==> src/rtl/bq_pkg.sv <==
package bq_pkg;
   typedef struct packed {
      logic phi;
      logic rnw;
      logic cs;
   } ctl_t;

   localparam int CTL_W = $bits(ctl_t);
   localparam ctl_t CTL_IDLE = '{phi: 1'b0, rnw: 1'b1, cs: 1'b0};
endpackage

==> src/rtl/bq_sync.sv <==
module bq_sync #(
   parameter int             W       = 3,
   parameter int             STAGES  = 2,
   parameter logic [W-1:0]   RST_VAL = '0
) (
   input  logic         clk,
   input  logic         rst_n,
   input  logic [W-1:0] d,
   output logic [W-1:0] q
);
   generate
      if (STAGES < 2) begin : g_bad_stages
         $error("bq_sync: STAGES must be at least 2");
      end
      if (W < 1) begin : g_bad_width
         $error("bq_sync: W must be positive");
      end
   endgenerate

   logic [W-1:0] st [STAGES];

   generate
      for (genvar g = 0; g < STAGES; g++) begin : g_stage
         always_ff @(posedge clk or negedge rst_n) begin
            if (!rst_n) begin
               st[g] <= RST_VAL;
            end else begin
               if (g == 0) st[g] <= d;
               else        st[g] <= st[(g == 0) ? 0 : g-1];
            end
         end
      end
   endgenerate

   assign q = st[STAGES-1];
endmodule

==> src/rtl/bq_phase.sv <==
module bq_phase #(
   parameter int MIN_HIGH = 2
) (
   input  logic clk,
   input  logic rst_n,
   input  logic phi_s,
   input  logic rnw_s,
   input  logic cs_s,
   input  logic addr_raw,
   output logic rd_n_o,
   output logic wr_n_o,
   output logic oe_o,
   output logic rd_commit_o,
   output logic wr_capture_o,
   output logic wr_fire_o,
   output logic addr_lat_o
);
   generate
      if (MIN_HIGH < 1) begin : g_bad_min
         $error("bq_phase: MIN_HIGH must be at least 1");
      end
   endgenerate

   localparam int               CNT_W   = (MIN_HIGH < 2) ? 1 : $clog2(MIN_HIGH + 1);
   localparam logic [CNT_W-1:0] CNT_MAX = CNT_W'(MIN_HIGH);

   logic             win, win_q, seg_rnw;
   logic [CNT_W-1:0] cnt;
   logic             seg_start, seg_end_ok, complete;

   assign win        = phi_s & cs_s;
   assign seg_start  = win && (!win_q || (rnw_s != seg_rnw));
   // a part ends cleanly on the phase fall or on a direction change; a select drop aborts it
   assign seg_end_ok = win_q && (!phi_s || (win && (rnw_s != seg_rnw)));
   assign complete   = seg_end_ok && (cnt == CNT_MAX);
   assign wr_fire_o  = complete && !seg_rnw;

   always_ff @(posedge clk or negedge rst_n) begin
      if (!rst_n) begin
         win_q        <= 1'b0;
         seg_rnw      <= 1'b1;
         cnt          <= '0;
         addr_lat_o   <= 1'b0;
         rd_n_o       <= 1'b1;
         wr_n_o       <= 1'b1;
         oe_o         <= 1'b0;
         rd_commit_o  <= 1'b0;
         wr_capture_o <= 1'b0;
      end else begin
         win_q <= win;
         if (seg_start) begin
            seg_rnw <= rnw_s;
            cnt     <= CNT_W'(1);
         end else if (win && (cnt != CNT_MAX)) begin
            cnt <= cnt + CNT_W'(1);
         end
         if (win && !win_q) addr_lat_o <= addr_raw;
         rd_n_o       <= !(win && rnw_s);
         wr_n_o       <= !(win && !rnw_s);
         oe_o         <= win && rnw_s;
         rd_commit_o  <= complete && seg_rnw;
         wr_capture_o <= complete && !seg_rnw;
      end
   end

   a_r1_strobes_exclusive: assert property (@(posedge clk) disable iff (!rst_n)
      !(!rd_n_o && !wr_n_o));
   a_r3_oe_release: assert property (@(posedge clk) disable iff (!rst_n)
      $fell(phi_s) |=> !oe_o);
   a_r6_commit_one_clock: assert property (@(posedge clk) disable iff (!rst_n)
      rd_commit_o |=> !rd_commit_o);
   a_r6_commit_after_read_strobe: assert property (@(posedge clk) disable iff (!rst_n)
      rd_commit_o |-> $past(!rd_n_o));
   a_r4_capture_after_write_strobe: assert property (@(posedge clk) disable iff (!rst_n)
      wr_capture_o |-> $past(!wr_n_o));
   a_r7_pulses_exclusive: assert property (@(posedge clk) disable iff (!rst_n)
      !(rd_commit_o && wr_capture_o));
endmodule

==> src/rtl/bq_regs.sv <==
module bq_regs #(
   parameter int DATA_W    = 8,
   parameter bit ZERO_IDLE = 1'b1
) (
   input  logic              clk,
   input  logic              rst_n,
   input  logic              wr_fire,
   input  logic              sel,
   input  logic [DATA_W-1:0] wdata,
   input  logic              oe,
   output logic [DATA_W-1:0] rdata,
   output logic [DATA_W-1:0] dir_q,
   output logic [DATA_W-1:0] port_q
);
   generate
      if (DATA_W < 1) begin : g_bad_width
         $error("bq_regs: DATA_W must be positive");
      end
   endgenerate

   logic [DATA_W-1:0] mux;

   always_ff @(posedge clk or negedge rst_n) begin
      if (!rst_n) begin
         dir_q  <= '0;
         port_q <= '0;
      end else if (wr_fire) begin
         if (sel) port_q <= wdata;
         else     dir_q  <= wdata;
      end
   end

   assign mux = sel ? port_q : dir_q;

   generate
      if (ZERO_IDLE) begin : g_zero_idle
         assign rdata = oe ? mux : '0;
      end else begin : g_pass
         assign rdata = mux;
      end
   endgenerate
endmodule

==> src/rtl/bus_phase_qualifier.sv <==
module bus_phase_qualifier #(
   parameter int DATA_W      = 8,
   parameter int MIN_HIGH    = 2,
   parameter int SYNC_STAGES = 2
) (
   input  logic              clk,
   input  logic              rst_n,
   input  logic              phi2_i,
   input  logic              rnw_i,
   input  logic              sel_n_i,
   input  logic              addr_i,
   input  logic [DATA_W-1:0] data_i,
   output logic              rd_n_o,
   output logic              wr_n_o,
   output logic              data_oe_o,
   output logic [DATA_W-1:0] data_o,
   output logic              wr_capture_o,
   output logic              rd_commit_o,
   output logic [DATA_W-1:0] dir_o,
   output logic [DATA_W-1:0] port_o
);
   import bq_pkg::*;

   ctl_t ctl_raw, ctl_s;
   logic wr_fire, addr_lat;

   assign ctl_raw = '{phi: phi2_i, rnw: rnw_i, cs: ~sel_n_i};

   bq_sync #(
      .W       (CTL_W),
      .STAGES  (SYNC_STAGES),
      .RST_VAL (CTL_IDLE)
   ) u_sync (
      .clk   (clk),
      .rst_n (rst_n),
      .d     (ctl_raw),
      .q     (ctl_s)
   );

   bq_phase #(
      .MIN_HIGH (MIN_HIGH)
   ) u_phase (
      .clk          (clk),
      .rst_n        (rst_n),
      .phi_s        (ctl_s.phi),
      .rnw_s        (ctl_s.rnw),
      .cs_s         (ctl_s.cs),
      .addr_raw     (addr_i),
      .rd_n_o       (rd_n_o),
      .wr_n_o       (wr_n_o),
      .oe_o         (data_oe_o),
      .rd_commit_o  (rd_commit_o),
      .wr_capture_o (wr_capture_o),
      .wr_fire_o    (wr_fire),
      .addr_lat_o   (addr_lat)
   );

   bq_regs #(
      .DATA_W    (DATA_W),
      .ZERO_IDLE (1'b1)
   ) u_regs (
      .clk     (clk),
      .rst_n   (rst_n),
      .wr_fire (wr_fire),
      .sel     (addr_lat),
      .wdata   (data_i),
      .oe      (data_oe_o),
      .rdata   (data_o),
      .dir_q   (dir_o),
      .port_q  (port_o)
   );

   a_r10_dir_needs_capture: assert property (@(posedge clk) disable iff (!rst_n)
      (dir_o != $past(dir_o)) |-> wr_capture_o);
   a_r10_port_needs_capture: assert property (@(posedge clk) disable iff (!rst_n)
      (port_o != $past(port_o)) |-> wr_capture_o);
   a_r3_data_zero_when_idle: assert property (@(posedge clk) disable iff (!rst_n)
      !data_oe_o |-> (data_o == '0));
endmodule

==> config.mk <==
export PLATFORM = sky130hd
export DESIGN_NAME = bus_phase_qualifier
export DESIGN_NICKNAME = d
export VERILOG_FILES = /design/src/rtl/bq_pkg.sv /design/src/rtl/bq_sync.sv /design/src/rtl/bq_phase.sv /design/src/rtl/bq_regs.sv /design/src/rtl/bus_phase_qualifier.sv
export SDC_FILE = /design/constraint.sdc
export NUM_CORES = 1
export LEC_CHECK = 0
export BUFFER_PORTS_ARGS = -buffer_cell sky130_fd_sc_hd__buf_2
export CAP_MARGIN = 20
export CORE_MARGIN = 5
export CORE_UTILIZATION = 53
export CTS_CLUSTER_DIAMETER = 100
export DETAILED_ROUTE_END_ITERATION = 8
export PLACE_DENSITY = 0.8
export SYNTH_ARGS = -nofsm -noshare
export SYNTH_HDL_FRONTEND = slang
export SYNTH_SLANG_ARGS = --single-unit
==> constraint.sdc <==
create_clock -name clk -period 4 [get_ports clk]
set_clock_uncertainty 0.05 [all_clocks]
set_input_delay 0.8 -clock clk [delete_from_list [all_inputs] [get_ports clk]]
set_output_delay 0.8 -clock clk [all_outputs]
set_load 0.05 [all_outputs]
After elaboration in Yosys (flattened, before gate mapping)

Index checks and enable logic that the tools add are counted.

Register bits: 32
Logic and storage cells: 45
Output and inout bits: 29

Equal/unequal tests: 3
Reductions and logical operators: 21
Bitwise operators: 3
Multiplexer cells: 4
Add/subtract/negate cells: 1

Operators by type and width:

| operator                                    | number |
|---|---|
| two-way mux 8 bit                           | 2 |
| logical AND 1 bit                           | 10 |
| zero test 1 bit                             | 6 |
| two-way mux 2 bit                           | 2 |
| AND reduction 2 bit                         | 2 |
| adder 2 x 1 -> 2 bit, second input constant | 1 |
| equality test 2 bit, second input constant  | 1 |
| logical OR 1 bit                            | 2 |
| != test 2 bit, second input constant        | 1 |
| inverter 1 bit                              | 2 |
| nonzero test 2 bit                          | 1 |
| bitwise AND 1 bit                           | 1 |
| != test 1 bit                               | 1 |

Longest topological paths before layout

Depth after elaboration: 7
Gate-level depth with buffers: 6
Depth with buffers taken out: 5

Hierarchy

A second synthesis with hierarchy kept.

Cells, all modules: 96
Area total of the unflattened synthesis: 1365.1 µm²

By module, submodules not included:

| module              | area each (µm²) | instances | cells each |
|---|---|---|---|
| bq_regs             | 778.2           | 1         | 52 |
| bq_phase            | 407.9           | 1         | 34 |
| bq_sync             | 175.2           | 1         | 9 |
| bus_phase_qualifier | 3.8             | 1         | 1 |

Least setup slack after synthesis

No wires, ideal clock.

Path type: reg2out
Start point: register u_regs.port_q[0]
End point: output port data_o[0]
Cell stages (with the launch flop): 3
Required time: 3150 ps
Data arrival time: 1475 ps
Path slack: 1675 ps
Cell sequence: dfrtp_1 mux2i_1 nor2b_1

Word-level cells in the longest chain between the ends: 2

RTL lines:

| element                  | RTL line                  | source |
|---|---|---|
| start: declaration       | bq_regs.sv:13             | `output logic [DATA_W-1:0] port_q` |
| start signal: assignment | bq_regs.sv:28             | `if (sel) port_q <= wdata;` |
| two-way mux 8 bit        | bq_regs.sv:33             | `assign mux = sel ? port_q : dir_q;` |
| two-way mux 8 bit        | bq_regs.sv:37             | `assign rdata = oe ? mux : '0;` |
| end: declaration         | bus_phase_qualifier.sv:16 | `output logic [DATA_W-1:0] data_o,` |

No other way between the ends.

Final worst setup path

Start point: register u_phase.addr_lat_o
End point: output port data_o[2]

Word-level cells in the longest chain between the ends: 2

RTL lines:

| element                  | RTL line       | source |
|---|---|---|
| start: declaration       | bq_phase.sv:16 | `output logic addr_lat_o` |
| start signal: assignment | bq_phase.sv:57 | `if (win && !win_q) addr_lat_o <= addr_raw;` |
| two-way mux 8 bit        | bq_regs.sv:33  |  |
| two-way mux 8 bit        | bq_regs.sv:37  |  |

No other way between the ends.

==> flow_metrics.py <==
metrics = {
    "status": {
        "status": "complete, no violations",
    },
    "die": {
        "core_area_um2": 2455,
        "ios": 43,
        "start_util_pct": 55.35,
        "fp.dieW_um": 60.64,
        "die_y_um": 60.64,
        "die_area_um2": 3677,
        "rows": 18,
    },
    "cells_and_area": {
        "drive_gt1_share_pct": 53.90,
        "nets": 155,
        "syn2layout_area_growth_pct": 21.27,
        "final_cell_count_no_fill": 171,
        "num_antenna_cells": 0,
        "area.sequential_um2": 807.0,
        "fillCellCount": 193,
        "multi_input_area_um2": 516.7,
    },
    "sta": {
        "fmax_mhz": 417.9,
        "slew_violations": 0,
        "slew_headroom_pct": 55.60,
        "setup_viol": 0,
        "setup_tns_ns": 0,
        "worst_slack_ns": 1.607,
        "finalCritPeriodShare_pct": 59.82,
        "min_period_ns": 2.393,
        "finalHoldViolations": 0,
        "rsz0062_at_grt": "no",
        "tightest_slew_ns": 0.6661,
    },
    "yosys": {
        "postSynthAreaPerCell_um2": 14.46,
        "synth-compound-area-share_pct": 3.591,
        "synth_nets": 109,
        "ys_seq_area_share_pct": 59.39,
        "synth_commonest_cells": "dfrtp_1 (27), mux2_2 (9), mux2_4 (8), mux2i_1 (8), nor2b_1 (8)",
        "synth.distinct_cells": 27,
        "synth_top_area_share_pct": 49.72,
        "yosysTopAreaCell": "dfrtp_1",
        "synth_top_family_by_area": "multiplexers",
        "muxShareOfSynthArea_pct": 22.19,
        "synthArstFlopShare_pct": 100.0,
        "synth_cells": 94,
        "synthTopCellsByArea": "dfrtp_1 (50%), dfstp_2 (9.7%), mux2_4 (8.8%), mux2_2 (7.5%), mux2i_1 (5.9%)",
        "synthFlopType": "dfrtp_1",
        "synthSimpleGateAreaFrac_pct": 10.68,
        "synth_edf_count": 0,
        "synth_warnings": 0,
        "synth_area_um2": 1359,
        "synth_seq_cells": 32,
        "synth_xor_area_share_pct": 0.6446,
        "yosysMostFrequentCell": "dfrtp_1",
        "synth_adder_area_share_pct": 0.9208,
    },
    "clocking": {
        "path_clk_slew_ns": 0.10,
        "ctsResizeCount": 0,
        "cts_buffer_depth": 2,
        "hold_buffers": 0,
        "htreeDepth": 2,
        "cts_buffers": 5,
        "cts_sinks": 32,
        "cts-root-buf": "clkbuf_4",
        "cts_tree": "done",
        "insertion_delay_ns": 0.32,
        "postCtsSetupRepairBufs": 0,
    },
    "placed_design": {
        "dp.cells": 163,
        "port_buffers": 42,
        "pre_cts_slack_ns": 1.963,
        "dp_hpwl_mm": 1.864,
        "place_congestion": 0.7203,
    },
    "pwr": {
        "switching_share_pct": 30.81,
        "sequentialPowerShare_pct": 54.0,
        "comb_power_share_pct": 19.4,
        "clkPwrFrac_pct": 26.5,
        "p_int_uw": 484.4,
        "peakVddDrop_v": 0.0002619,
        "p_total_uw": 700.1,
        "power_leakage_uw": 0.0008881,
        "p_switching_uw": 215.7,
        "power-per-cell-area_nw_per_um2": 424.9,
    },
    "routing": {
        "wire_per_inst_um": 14.41,
        "drtIter0Drc": 12,
        "vias": 885,
        "routed_wl_mm": 2.464,
        "ant_nets": 0,
        "dr.pass1.iters": 3,
        "drc_errors": 0,
        "via_per_inst": 5.175,
    },
    "grt": {
        "grt_overflow": 0,
        "grt_use_total_pct": 14.80,
        "grt_pass1_vias": 861,
        "grt_max_degree": 33,
        "met2_usage_pct": 24.27,
        "grtUsageMet3_pct": 6.383,
        "antenna_found_initial": 0,
        "use_met1_pct": 17.24,
        "grt_first_pass_wirelength_mm": 3.891,
        "grt.busiest_layer": "met2",
    },
    "worst_setup_path": {
        "cp_num_buf_inv": 1,
        "cp.depth": 3,
        "worst_r2r_path_depth": 5,
        "crit_fanout": 11,
        "crit_slowest_cell": "dfrtp_1",
        "path_cells": "mux2i_1, nor2b_1, buf_2",
        "critPathLaunchType": "flip-flop",
        "criticalPathCategory": "reg2out",
        "cp_top_family": "flip-flops",
        "arrival_ns": 1.54,
        "endpoint_kind": "output pin",
        "critPathMaxStageDelay_ns": 0.68,
        "cp.required_ns": 3.15,
    },
    "job": {
        "maxCapViolations": 0,
    },
    "hold_path": {
        "hp-class": "reg2reg",
        "hold_depth": 0,
    },
}
power by group through the flow:
stage	logic [µW]	clock network [µW]	registers, µW
global route	148	208	383
finish	136	186	378
global placement	134	0	383
detailed placement	138	0	385
CTS	138	195	379
floorplan	67.9	0	416
path summary, 6_finish.rpt:
| kind | from | to | slack, ns |
|---|---|---|---|
| worst max-delay path | u_phase.addr_lat_o | data_o[2] | 1.61 |
| worst min-delay path | u_sync.st[3] | u_sync.q[0] | 0.31 |
| worst max register to register | u_phase.cnt[0] | u_regs.port_q[2] | 1.99 |
| worst min register to register | u_sync.st[3] | u_sync.q[0] | 0.31 |
| max in group asynchronous | rst_n | u_regs.port_q[7] | 3.01 |
| min in group asynchronous | rst_n | u_regs.dir_q[3] | 0.45 |
layout make-up:
cell class	instances	share of cell area [%]
clock buffer	6	3.113
clock inverter	2	0.6074
inverter	4	0.9112
multi-input combinational	55	31.36
sequential	32	48.97
tap	30	2.278
timing repair buffer	42	12.76
per-stage QoR:
step / utilization [%] / hold slack [ns] / instance area, µm²
after floorplan: - / 0.2812 / 1359
after global placement: 64.63 / 0.2855 / 1587
after detailed placement: 64.63 / 0.2864 / 1587
after CTS: 67.13 / 0.3074 / 1648
after global routing: 67.13 / 0.3152 / 1648
final: 67.13 / 0.3055 / 1648
cell usage in the layout, fill, tap and decap left out, drive strengths merged:
cell    synthesis  layout
clkinv          0       2
dfrtp          27      27
inv             4       4
a21oi           1       1
nor3            1       1
nand2b          1       1
nand3           2       2
ha              1       1
mux2i           8       8
xnor2           1       1
clkbuf          1       6
nor2            1       1
dfstp           5       5
buf             2      42
o21ai           1       1
nor2b           8       8
nor4bb          1       1
nor4b           1       1
a311o           1       1
o31ai           1       1
a21boi          1       1
or4             1       1
nand2           5       5
a32o            1       1
or2             1       1
mux2           17      17
registers in the layout, indices dropped and copies added, names as in the netlist:
register and flops:
u_regs.dir_q 8, u_regs.port_q 8, u_sync.q 3, u_sync.st 3
u_phase.cnt 2, u_phase.addr_lat_o 1, u_phase.oe_o 1, u_phase.rd_commit_o 1
u_phase.rd_n_o 1, u_phase.seg_rnw 1, u_phase.win_q 1, u_phase.wr_capture_o 1
u_phase.wr_n_o 1
cells by family after synthesis:
| group | Yosys count |
|---|---|
| multiplexers | 25 |
| XOR/XNOR | 1 |
| buffers and inverters | 7 |
| flip-flops | 32 |
| AO/OA/AOI/OAI | 6 |
| AND/OR/NAND/NOR | 22 |
| adder cells (fa/ha/maj) | 1 |
routing by layer:
| metal | vias to the layer above | part of all wire (%) | wire [µm] |
|---|---|---|---|
| met1 | 427 | 40 | 976 |
| met2 | 29 | 51 | 1253 |
| met4 | 0 | 1.3 | 32 |
| li1 | 424 | - | - |
| met3 | 5 | 8.2 | 202 |
| met5 | - | 0 | 0 |
worst register-to-register path: stages, from the launching register on:
cell	delay, ns
dfrtp_1	0.39
inv_1	0.07
ha_1	0.25
nand2_1	0.15
nor4b_4	0.57
mux2_2	0.41
No activity file was read; power rests on OpenSTA's default activity.
